===== config.mk =====
export PLATFORM = sky130hd
export DESIGN_NAME = bridge_err_ctrl
export DESIGN_NICKNAME = d
export VERILOG_FILES = /design/src/rtl/berr_pkg.sv /design/src/rtl/berr_sticky_bit.sv /design/src/rtl/berr_classify.sv /design/src/rtl/berr_regs.sv /design/src/rtl/bridge_err_ctrl.sv
export SDC_FILE = /design/constraint.sdc
export NUM_CORES = 1
export LEC_CHECK = 0
export ABC_AREA = 0
export BUFFER_PORTS_ARGS = -buffer_cell sky130_fd_sc_hd__buf_2
export CORE_MARGIN = 2
export CORE_UTILIZATION = 40
export CTS_CLUSTER_DIAMETER = 80
export DETAILED_ROUTE_END_ITERATION = 6
export PLACE_DENSITY = 0.78
export SYNTH_ARGS = -nofsm -noshare
export SYNTH_HDL_FRONTEND = slang
export SYNTH_HIERARCHICAL = 1
export SYNTH_SLANG_ARGS = --single-unit

===== constraint.sdc =====
create_clock -name clk -period 1.24 [get_ports clk]
set_input_delay 0.248 -clock clk [delete_from_list [all_inputs] [get_ports clk]]
set_output_delay 0.248 -clock clk [all_outputs]
set_load 0.02 [all_outputs]

===== src/rtl/berr_pkg.sv =====
package berr_pkg;
  localparam int NUM_SRC = 7;
  localparam int MODE_W  = 2;
  localparam int SEL_W   = 1;

  localparam int IDX_MA   = 0;
  localparam int IDX_TA   = 1;
  localparam int IDX_UNC  = 2;
  localparam int IDX_COR  = 3;
  localparam int IDX_IMEM = 4;
  localparam int IDX_IPAR = 5;
  localparam int IDX_IMA  = 6;

  localparam logic [MODE_W-1:0] MODE_ECC   = MODE_W'(3);
  localparam logic [SEL_W-1:0]  SEL_STATUS = SEL_W'(0);
  localparam logic [SEL_W-1:0]  SEL_INT    = SEL_W'(1);

  typedef logic [NUM_SRC-1:0] srcVec_t;

  // strobes from control to datapath
  typedef struct packed {
    srcVec_t setEvt;
    logic    fatal;
  } ctlStrobe_t;
endpackage


===== src/rtl/berr_sticky_bit.sv =====
module berr_sticky_bit (
  input  logic clk,
  input  logic rstN,
  input  logic setIn,
  input  logic clrIn,
  output logic q
);
  // set has priority over clear
  always_ff @(posedge clk or negedge rstN) begin
    if (!rstN) q <= 1'b0;
    else       q <= setIn | (q & ~clrIn);
  end
endmodule


===== src/rtl/berr_classify.sv =====
module berr_classify
  import berr_pkg::*;
(
  input  logic              masterAbortIn,
  input  logic              targetAbortIn,
  input  logic              parityErrIn,
  input  logic              sbeIn,
  input  logic              mbeIn,
  input  logic              memEccIn,
  input  logic              intParIn,
  input  logic              intMaIn,
  input  logic [MODE_W-1:0] busMode,
  input  logic              eccCorrEn,
  output ctlStrobe_t        strobe
);
  localparam srcVec_t FATAL_SET = ~(srcVec_t'(1) << IDX_COR);

  logic    eccMode;
  logic    dataUnc;
  logic    dataCor;
  srcVec_t evt;

  always_comb begin
    eccMode = (busMode == MODE_ECC);
    if (eccMode) begin
      dataUnc = mbeIn | (sbeIn & ~eccCorrEn);
      dataCor = sbeIn & eccCorrEn;
    end else begin
      dataUnc = parityErrIn;
      dataCor = 1'b0;
    end
  end

  always_comb begin
    evt           = '0;
    evt[IDX_MA]   = masterAbortIn;
    evt[IDX_TA]   = targetAbortIn;
    evt[IDX_UNC]  = dataUnc;
    evt[IDX_COR]  = dataCor;
    evt[IDX_IMEM] = memEccIn;
    evt[IDX_IPAR] = intParIn;
    evt[IDX_IMA]  = intMaIn;
  end

  assign strobe.setEvt = evt;
  assign strobe.fatal  = |(evt & FATAL_SET);
endmodule


===== src/rtl/berr_regs.sv =====
module berr_regs
  import berr_pkg::*;
(
  input  logic             clk,
  input  logic             rstN,
  input  ctlStrobe_t       strobe,
  input  srcVec_t          intMask,
  input  logic [SEL_W-1:0] regSel,
  input  logic             regWrEn,
  input  srcVec_t          regWrData,
  output srcVec_t          statusQ,
  output srcVec_t          intStatQ,
  output srcVec_t          regRdData,
  output logic             irq,
  output logic             abortReq
);
  srcVec_t clrStat;
  srcVec_t clrInt;
  srcVec_t intSet;

  always_comb begin
    clrStat = (regWrEn && regSel == SEL_STATUS) ? regWrData : '0;
    clrInt  = (regWrEn && regSel == SEL_INT)    ? regWrData : '0;
    intSet  = strobe.setEvt & ~intMask;
  end

  for (genvar i = 0; i < NUM_SRC; i++) begin : g_bit
    berr_sticky_bit u_stat (
      .clk  (clk),
      .rstN (rstN),
      .setIn(strobe.setEvt[i]),
      .clrIn(clrStat[i]),
      .q    (statusQ[i])
    );
    berr_sticky_bit u_int (
      .clk  (clk),
      .rstN (rstN),
      .setIn(intSet[i]),
      .clrIn(clrInt[i]),
      .q    (intStatQ[i])
    );
  end

  always_ff @(posedge clk or negedge rstN) begin
    if (!rstN) begin
      irq      <= 1'b0;
      abortReq <= 1'b0;
    end else begin
      irq      <= |(intStatQ & ~intMask);
      abortReq <= strobe.fatal;
    end
  end

  assign regRdData = (regSel == SEL_INT) ? intStatQ : statusQ;
endmodule


===== src/rtl/bridge_err_ctrl.sv =====
module bridge_err_ctrl
  import berr_pkg::*;
(
  input  logic                 clk,
  input  logic                 rstN,
  input  logic                 masterAbortIn,
  input  logic                 targetAbortIn,
  input  logic                 parityErrIn,
  input  logic                 sbeIn,
  input  logic                 mbeIn,
  input  logic                 memEccIn,
  input  logic                 intParIn,
  input  logic                 intMaIn,
  input  logic [MODE_W-1:0]    busMode,
  input  logic                 eccCorrEn,
  input  logic [NUM_SRC-1:0]   intMask,
  input  logic [SEL_W-1:0]     regSel,
  input  logic                 regWrEn,
  input  logic [NUM_SRC-1:0]   regWrData,
  output logic [NUM_SRC-1:0]   regRdData,
  output logic                 irq,
  output logic                 abortReq
);
  ctlStrobe_t strobe;
  srcVec_t    statusQ;
  srcVec_t    intStatQ;

  berr_classify u_ctl (
    .masterAbortIn(masterAbortIn),
    .targetAbortIn(targetAbortIn),
    .parityErrIn  (parityErrIn),
    .sbeIn        (sbeIn),
    .mbeIn        (mbeIn),
    .memEccIn     (memEccIn),
    .intParIn     (intParIn),
    .intMaIn      (intMaIn),
    .busMode      (busMode),
    .eccCorrEn    (eccCorrEn),
    .strobe       (strobe)
  );

  berr_regs u_dp (
    .clk      (clk),
    .rstN     (rstN),
    .strobe   (strobe),
    .intMask  (intMask),
    .regSel   (regSel),
    .regWrEn  (regWrEn),
    .regWrData(regWrData),
    .statusQ  (statusQ),
    .intStatQ (intStatQ),
    .regRdData(regRdData),
    .irq      (irq),
    .abortReq (abortReq)
  );
endmodule


# --- Yosys cells after proc, flatten, opt, wreduce, memory -nomap -nowiden ---
# Index checks and enable logic that the tools add are counted.
classes:
  bitwise_logic: 50
  mux: 5
  n_eq_ne: 1
  reduce_logical: 4
op_table:
  columns: ["op", "count"]
  rows:
  - ["$mux 7", 3]
  - ["$and 1x1->1", 16]
  - ["$not 1->1", 16]
  - ["$or 1x1->1", 15]
  - ["$and 7x7->7", 2]
  - ["$not 7->7", 1]
  - ["$reduce_or 7->1", 1]
  - ["$reduce_or 6->1", 1]
  - ["$eq 2x2->1 const B", 1]
  - ["$logic_and 1x1->1", 2]
  - ["$mux 1", 2]
word_totals:
  output_inout_bits: 9
  regBits: 16
  in_bits: 29
  wordCells: 76

# --- Longest topological paths before layout ---
# Gate-level depths: netlist (run 1).
depth:
  ltp_word: 6
  depth_mapped: 6
  mapped_depth_nobuf: 5

# --- Modules after synthesis ---
# The synthesis (run 1) kept the hierarchy.
by_module_without_submodules:
  columns: ["mod", "area_each_um2", "cells_each", "seq_area_each_um2", "instances"]
  rows:
  - ["berr_sticky_bit", 36.3, 3, 25.0, 14]
  - ["berr_regs", 346.6, 42, 50.0, 1]
  - ["berr_classify", 100.1, 17, 0.0, 1]

# --- Least setup slack after synthesis (run 1) ---
# No wires, ideal clock.
synth_timing:
  path_kind: "input -> register"
  from: "input sbeIn"
  to: "register u_dp.g_bit[2].u_int.q"
  required_time_ns: 1.122
  path_stages: 6
  path_buffers: 1
  setup_ns: 0.118
  arrival_ns: 0.957
  setup_slack_ns: 0.165
  cell_sequence: "nor2b_1 nor3_1 nor2_1 buf_4 nor2b_1 a21o_1"
synth_via:
  elab_chain_len: 5
synth_rtl:
  columns: ["item", "line", "rtl"]
  rows:
  - ["start, declared", "bridge_err_ctrl.sv:9", "input logic sbeIn,"]
  - ["$and 1x1->1", "berr_classify.sv:26", "dataUnc = mbeIn | (sbeIn & ~eccCorrEn);"]
  - ["$or 1x1->1", "berr_classify.sv:26", null]
  - ["$mux 1", "berr_classify.sv:25", "if (eccMode) begin"]
  - ["net u_ctl.dataUnc", "berr_classify.sv:19", "logic dataUnc;"]
  - ["$and 7x7->7", "berr_regs.sv:24", "intSet = strobe.setEvt & ~intMask;"]
  - ["net u_dp.intSet[2]", "berr_regs.sv:19", "srcVec_t intSet;"]
  - ["$or 1x1->1", "berr_sticky_bit.sv:11", "else q <= setIn | (q & ~clrIn);"]
  - ["end signal, assigned", "berr_sticky_bit.sv:11", null]
  - ["end, declared", "berr_sticky_bit.sv:6", "output logic q"]
# The timed path passes the listed nets, and every way through them passes these cells.

# --- Final worst setup path (run 1) ---
layout_timing:
  from: "register u_dp.g_bit[3].u_stat.q"
  to: "output regRdData[3]"
layout_via:
  elab_chain_len: 1
layout_rtl:
  columns: ["item", "line", "rtl"]
  rows:
  - ["start, declared", "berr_sticky_bit.sv:6", null]
  - ["start signal, assigned", "berr_sticky_bit.sv:11", null]
  - ["$mux 7", "berr_regs.sv:54", "assign regRdData = (regSel == SEL_INT) ? intStatQ : statusQ;"]
  - ["end, declared", "bridge_err_ctrl.sv:20", "output logic [NUM_SRC-1:0] regRdData,"]
# No other way between the ends.

==> results.sh, run 1 <==
export IMPL_status="complete, but fails checks"
export IMPL_violations="negative setup slack"
export IMPL_synth_simple_gate_area_frac=0.193
export IMPL_p_leak_nw=0.688
export IMPL_first_global_vias=887
export IMPL_finalCriticalPeriod_ns=1.34
export IMPL_antenna_found_initial=0
export IMPL_required_ns=0.99
export IMPL_synth_cell_types=21
export IMPL_hold_viol=0
export IMPL_r2r_slack_ns=0.01
export IMPL_ir_drop_uv=679
export IMPL_min_period_over_period=1.08
export IMPL_cp_arrival_ns=1.09
export IMPL_holdWs_ns=0.173
export IMPL_synthAdderAreaFrac=0
export IMPL_yosys_top_cells_area="dfrtp_1, a21o_1, inv_1"
export IMPL_rows=17
export IMPL_cts_root_buf="clkbuf_4"
export IMPL_grt_usage=0.191
export IMPL_syn_num_nets=130
export IMPL_cts_buffers=3
export IMPL_nets=180
export IMPL_drt_pass1_iter_count=4
export IMPL_timing_final_ws_setup_ns=-0.0999
export IMPL_die_y_um=52.9
export IMPL_grt_pass1_wl_mm=3.86
export IMPL_netlist_area_um2=955
export IMPL_htree_levels=1
export IMPL_drv_cap=0
export IMPL_finalNonFillerCells=178
export IMPL_yosysTopAreaCell="dfrtp_1"
export IMPL_globalplace_congestion=0.827
export IMPL_synth_top_family_by_area="simple AND/OR/NAND/NOR gates"
export IMPL_path_class="reg2out"
export IMPL_n_antenna_cell=0
export IMPL_routedWlPerCell_um=12.4
export IMPL_synth_xor_area_frac=0
export IMPL_tightest_slew_ns=0.386
export IMPL_synth_compound_area_frac=0.148
export IMPL_layout_common_cells="buf_2, inv_1, dfrtp_1, buf_4, a21o_1"
export IMPL_hpwlAfterDp_mm=1.66
export IMPL_ios=38
export IMPL_ys_ff_latch=16
export IMPL_path_max_fanout=2
export IMPL_setup_viol=7
export IMPL_rsz0062_at_grt="true"
export IMPL_vias_per_cell=4.77
export IMPL_synthToLayoutAreaGrowth_pct=38.8
export IMPL_ff2ff_path_depth=3
export IMPL_final_area_mm2=0.00133
export IMPL_drv_slew=0
export IMPL_placed_cell_area_mm2=0.00113
export IMPL_cts_tree="built"
export IMPL_drive_gt1_frac=0.427
export IMPL_power_density_mw_per_mm2=1000
export IMPL_start_util=0.427
export IMPL_holdPathStages=2
export IMPL_drc=0
export IMPL_netlist_instances=101
export IMPL_vias=849
export IMPL_yosys_area_top_type_share=0.419
export IMPL_clk_latency_ns=0.28
export IMPL_die_area_mm2=0.00279
export IMPL_maxSlewHeadroom=0.743
export IMPL_avgSynthCellArea_um2=9.45
export IMPL_coreArea_mm2=0.00223
export IMPL_cts_sinks=16
export IMPL_drt_iter0_drc=16
export IMPL_total_power_mw=1.33
export IMPL_finalSetupTns_ns=-0.592
export IMPL_ant_nets=0
export IMPL_clock_skew_ns=0.00122
export IMPL_wl_mm=2.20
export IMPL_crit_path_start_kind="flop"
export IMPL_die_w_um=52.9
export IMPL_ys_seq_area_frac=0.419
export IMPL_worst_setup_path_end_kind="output pin"
export IMPL_min_path_type="in2reg"
export IMPL_overflow=0
export IMPL_grt_max_degree=17
export IMPL_cts_buffer_depth=2
export IMPL_clk_pin_slew_ns=0.10
export IMPL_synth_warnings=6
export IMPL_synth_mux_area_frac=0.0944
export IMPL_placedCellCount=160
export IMPL_fmax_mhz=746
export IMPL_final_common_cell="buf_2"
export IMPL_io_buffer_count=37
## Yosys cell counts
master and instances:
buf_6 1, nor2b_2 1, or4_1 1, a21oi_1 1, inv_1 20, nand2_1 2
nor2b_1 8, a21o_1 14, nor2_1 3, nand2b_1 1, buf_4 7, and3_1 7
o2111ai_1 1, dfrtp_1 16, o21ai_1 1, nor3_1 1, mux2_2 4, and2_1 7
a22oi_1 1, a222oi_1 1, mux2_4 3
## cells by family after synthesis
family | after synthesis
simple gates | 31
buf+inv | 28
compound gates | 19
flops | 16
mux | 7
## area by class of cell
| type | instances | area, um2 |
|---|---|---|
| inverter | 20 | 75.1 |
| clock buffer | 4 | 36.3 |
| multi-input combinational | 57 | 427 |
| sequential | 16 | 400 |
| tap | 28 | 35.0 |
| timing repair buffer | 53 | 352 |
| fill | 221 | 908 |
## sequential cells by signal, indices dropped and copies added, names as in the netlist
register	flops
u_dp/g_bit.u_stat/q	7
u_dp/irq	1
u_dp/g_bit.u_int/q	7
u_dp/abortReq	1
## per-stage QoR
stage / worst slack [ns] / utilization
2_1_floorplan: 0.165 / -
3_3_place_gp: -0.0610 / 0.504
3_5_place_dp: -0.0730 / 0.504
4_1_cts: -0.101 / 0.580
5_1_grt: -0.141 / 0.593
6_report: -0.0999 / 0.593
## metal layers
| layer | up-vias | GRT usage | share of wire |
|---|---|---|---|
| met1 | 399 | 0.226 | 0.38 |
| met5 | - | 0 | 0 |
| met4 | 0 | 0.0513 | 0.0045 |
| met2 | 28 | 0.352 | 0.56 |
| met3 | 2 | 0.0311 | 0.051 |
| li1 | 420 | - | - |
## final timing paths
path | startpoint | endpoint
setup / recovery | u_dp/g_bit[3].u_stat/q | regRdData[3]
hold / removal | intMaIn | u_dp/g_bit[6].u_stat/q
setup reg to reg | u_dp/g_bit[4].u_int/q | u_dp/irq
hold reg to reg | u_dp/g_bit[6].u_stat/q | u_dp/g_bit[6].u_stat/q
max in group asynchronous | rstN | u_dp/g_bit[4].u_stat/q
min in group asynchronous | rstN | u_dp/abortReq
## critical path, stage by stage (launching register included)
cell,delay (ns)
dfrtp_1,0.40
mux2_4,0.28
buf_6,0.13
## what timing repair did
item	in CTS	in global routing
resized for setup	15	2
setup endpoints to repair	7	8
endpoints found under the hold margin	16	0
hold buffers	1	0
buffers inserted	10	3
## power breakdown
part	switching, mW	internal [mW]	total, mW
registers	0.0228	0.566	0.588
logic	0.167	0.226	0.393
clock network	0.166	0.179	0.345
total	0.356	0.970	1.33
No activity file was read; power rests on OpenSTA's default activity.
==> run 2: changes to the inputs <==
PLACE_DENSITY = 0.81   (was 0.78)
SYNTH_HIERARCHICAL = unset   (was 1)
==> run 2 against run 1 <==
  * The run still ends with negative setup slack left
  * Sequential cell count stayed put
  * Cell count is 14% lower
  * Clock-buffer cell count stayed put
  * Via count is 9.0% lower
==> results.sh, run 2 <==
export IMPL_ant_nets=0
export IMPL_fillers=158
export IMPL_worst_setup_path_end_kind="output pin"
export IMPL_drv_cap=0
export IMPL_r2r_slack_ns=-0.04
export IMPL_drt_pass1_iter_count=4
export IMPL_synthFlopType="dfrtp_1"
export IMPL_ys_seq_area_frac=0.510
export IMPL_rsz0062_at_grt="true"
export IMPL_io_buffer_count=37
export IMPL_drc=0
export IMPL_final_area_mm2=0.00115
export IMPL_status="complete, but fails checks"
export IMPL_ys_ff_latch=16
export IMPL_die_y_um=48.3
export IMPL_clk_latency_ns=0.29
export IMPL_synth_mux_area_frac=0.100
export IMPL_cp_arrival_ns=1.11
export IMPL_clock_skew_ns=0.00145
export IMPL_netlist_area_um2=785
export IMPL_nets=156
export IMPL_hold_viol=0
export IMPL_timing_final_ws_setup_ns=-0.120
export IMPL_n_antenna_cell=0
export IMPL_synth_cell_types=18
export IMPL_grt_max_degree=17
export IMPL_first_global_vias=685
export IMPL_path_max_fanout=2
export IMPL_path_class="reg2out"
export IMPL_maxSlewHeadroom=0.759
export IMPL_fmax_mhz=735
export IMPL_holdCritStartpoint="intMask[1]"
export IMPL_async_flop_share=1.00
export IMPL_crit_slowest_cell="dfrtp_1"
export IMPL_avgSynthCellArea_um2=10.1
export IMPL_reg2reg_to="u_dp.irq"
export IMPL_worstPathCellList="mux2_2, buf_6"
export IMPL_layout_common_cells="buf_2, dfrtp_1, inv_1, o22ai_1"
export IMPL_crit_path_start_kind="flop"
export IMPL_holdPathStages=2
export IMPL_power_density_mw_per_mm2=1110
export IMPL_overflow=0
export IMPL_grt_pass1_wl_mm=2.78
export IMPL_slowest_delay_ns=0.40
export IMPL_vias_per_cell=5.05
export IMPL_synth_simple_gate_area_frac=0.148
export IMPL_placed_cell_area_mm2=0.00102
export IMPL_min_period_over_period=1.10
export IMPL_yosys_top_cells_area="dfrtp_1, mux2_2, o22ai_1"
export IMPL_coreArea_mm2=0.00190
export IMPL_reg_top3="u_dp.g_bit.u_int.q (7), u_dp.g_bit.u_stat.q (7)"
export IMPL_whs_endpoint="u_dp.g_bit[1].u_int.q"
export IMPL_vias=773
export IMPL_ios=38
export IMPL_drt_iter0_drc=5
export IMPL_yosys_area_top_type_share=0.510
export IMPL_finalCriticalPeriod_ns=1.36
export IMPL_cts_buffer_depth=2
export IMPL_min_path_type="in2reg"
export IMPL_ff2ff_path_depth=4
export IMPL_yosys_cell_count_top_type="dfrtp_1"
export IMPL_routedWlPerCell_um=13.3
export IMPL_grt_usage=0.178
export IMPL_synth_top_family_by_area="compound AO/OA/AOI/OAI gates"
export IMPL_syn_num_nets=107
export IMPL_required_ns=0.99
export IMPL_start_util=0.412
export IMPL_hpwlAfterDp_mm=1.48
export IMPL_finalNonFillerCells=153
export IMPL_cts_buffers=3
export IMPL_wl_mm=2.03
export IMPL_placedCellCount=144
export IMPL_die_w_um=48.3
export IMPL_ir_drop_uv=575
export IMPL_synthAdderAreaFrac=0
export IMPL_synth_compound_area_frac=0.171
export IMPL_final_common_cell="buf_2"
export IMPL_cts_sinks=16
export IMPL_violations="negative setup slack"
export IMPL_synth_warnings=0
export IMPL_drive_gt1_frac=0.468
export IMPL_tightest_slew_ns=0.361
export IMPL_htree_levels=1
export IMPL_drv_slew=0
export IMPL_synth_xor_area_frac=0
export IMPL_netlist_instances=78
export IMPL_yosysTopAreaCell="dfrtp_1"
export IMPL_preCtsSetupSlack_ns=-0.0408
export IMPL_reg2reg_from="u_dp.g_bit[6].u_int.q"
export IMPL_synth_edff_count=0
export IMPL_clk_pin_slew_ns=0.10
export IMPL_globalplace_congestion=0.760
export IMPL_die_area_mm2=0.00233
export IMPL_antenna_found_initial=0
export IMPL_p_leak_nw=0.597
export IMPL_setup_viol=8
export IMPL_synth_common_cells="dfrtp_1, inv_1, o22ai_1"
export IMPL_synthToLayoutAreaGrowth_pct=47.2
export IMPL_rows=16
export IMPL_cts_tree="built"
export IMPL_cts_root_buf="clkbuf_4"
-- run 2: cell count changes after synthesis, moves of 6 or more --
cell,delta
and2_1,-7
o22ai_1,+9
a21o_1,-9
buf_4,-7
nor2b_1,-6
nand2_1,+6
inv_1,-8
-- run 2: timing repair --
item	CTS	global route
gates cloned	0	0
pin swaps	1	0
buffers inserted	2	2
endpoints found under the hold margin	16	0
hold buffers	1	0
setup endpoints to repair	7	7
gates resized for setup	15	3
-- run 2: final cells by class --
type / instances / area (um2) / share of cell area
multi-input combinational: 48 / 340 / 0.295
tap: 27 / 33.8 / 0.0293
sequential: 16 / 400 / 0.347
clock buffer: 4 / 36.3 / 0.0314
inverter: 12 / 45.0 / 0.0390
timing repair buffer: 46 / 299 / 0.259
-- run 2: kinds of logic after synthesis --
group / count (synthesis)
simple gates: 22
compound gates: 19
flops: 16
buf+inv: 14
mux: 7
-- run 2: worst max-delay path: cells and delay by family, from the launching register on --
| kind | cells | cell delay (ns) |
|---|---|---|
| buf+inv | 1 | 0.14 |
| mux | 1 | 0.29 |
| flops | 1 | 0.40 |
-- run 2: worst max-delay path by stage --
| stage | cells after the start | to | slack, ns | start |
|---|---|---|---|---|
| after detailed placement | 3 | regRdData[1] | -0.04 | regSel |
| final | 2 | regRdData[6] | -0.12 | u_dp.g_bit[6].u_int.q |
| after global placement | 3 | regRdData[5] | -0.05 | regSel |
| after CTS | 2 | regRdData[1] | -0.11 | u_dp.g_bit[1].u_stat.q |
| after floorplan | 2 | u_dp.irq | 0.14 | u_dp.g_bit[6].u_int.q |
| after global routing | 2 | regRdData[6] | -0.15 | u_dp.g_bit[6].u_int.q |
-- run 2: where the power goes --
group / switching, mW / internal (mW)
Combinational: 0.158 / 0.183
Clock: 0.175 / 0.179
Sequential: 0.0217 / 0.565
Total: 0.354 / 0.927
-- run 2: metal layers --
metal	GRT usage	routed length [um]
met1	0.192	821
met2	0.329	1060
met3	0.0370	105
met4	0.0811	36
met5	0	0
-- run 2: through the flow --
| step | setup TNS (ns) | utilization | hold slack, ns | power (mW) |
|---|---|---|---|---|
| 3_3_place_gp | -0.300 | 0.538 | 0.175 | 0.857 |
| 6_report | -0.710 | 0.607 | 0.154 | 1.28 |
| 2_1_floorplan | 0 | - | -0.0476 | 0.740 |
| 3_5_place_dp | -0.226 | 0.538 | 0.179 | 0.865 |
| 4_1_cts | -0.671 | 0.595 | 0.151 | 1.26 |
| 5_1_grt | -0.995 | 0.607 | 0.149 | 1.35 |
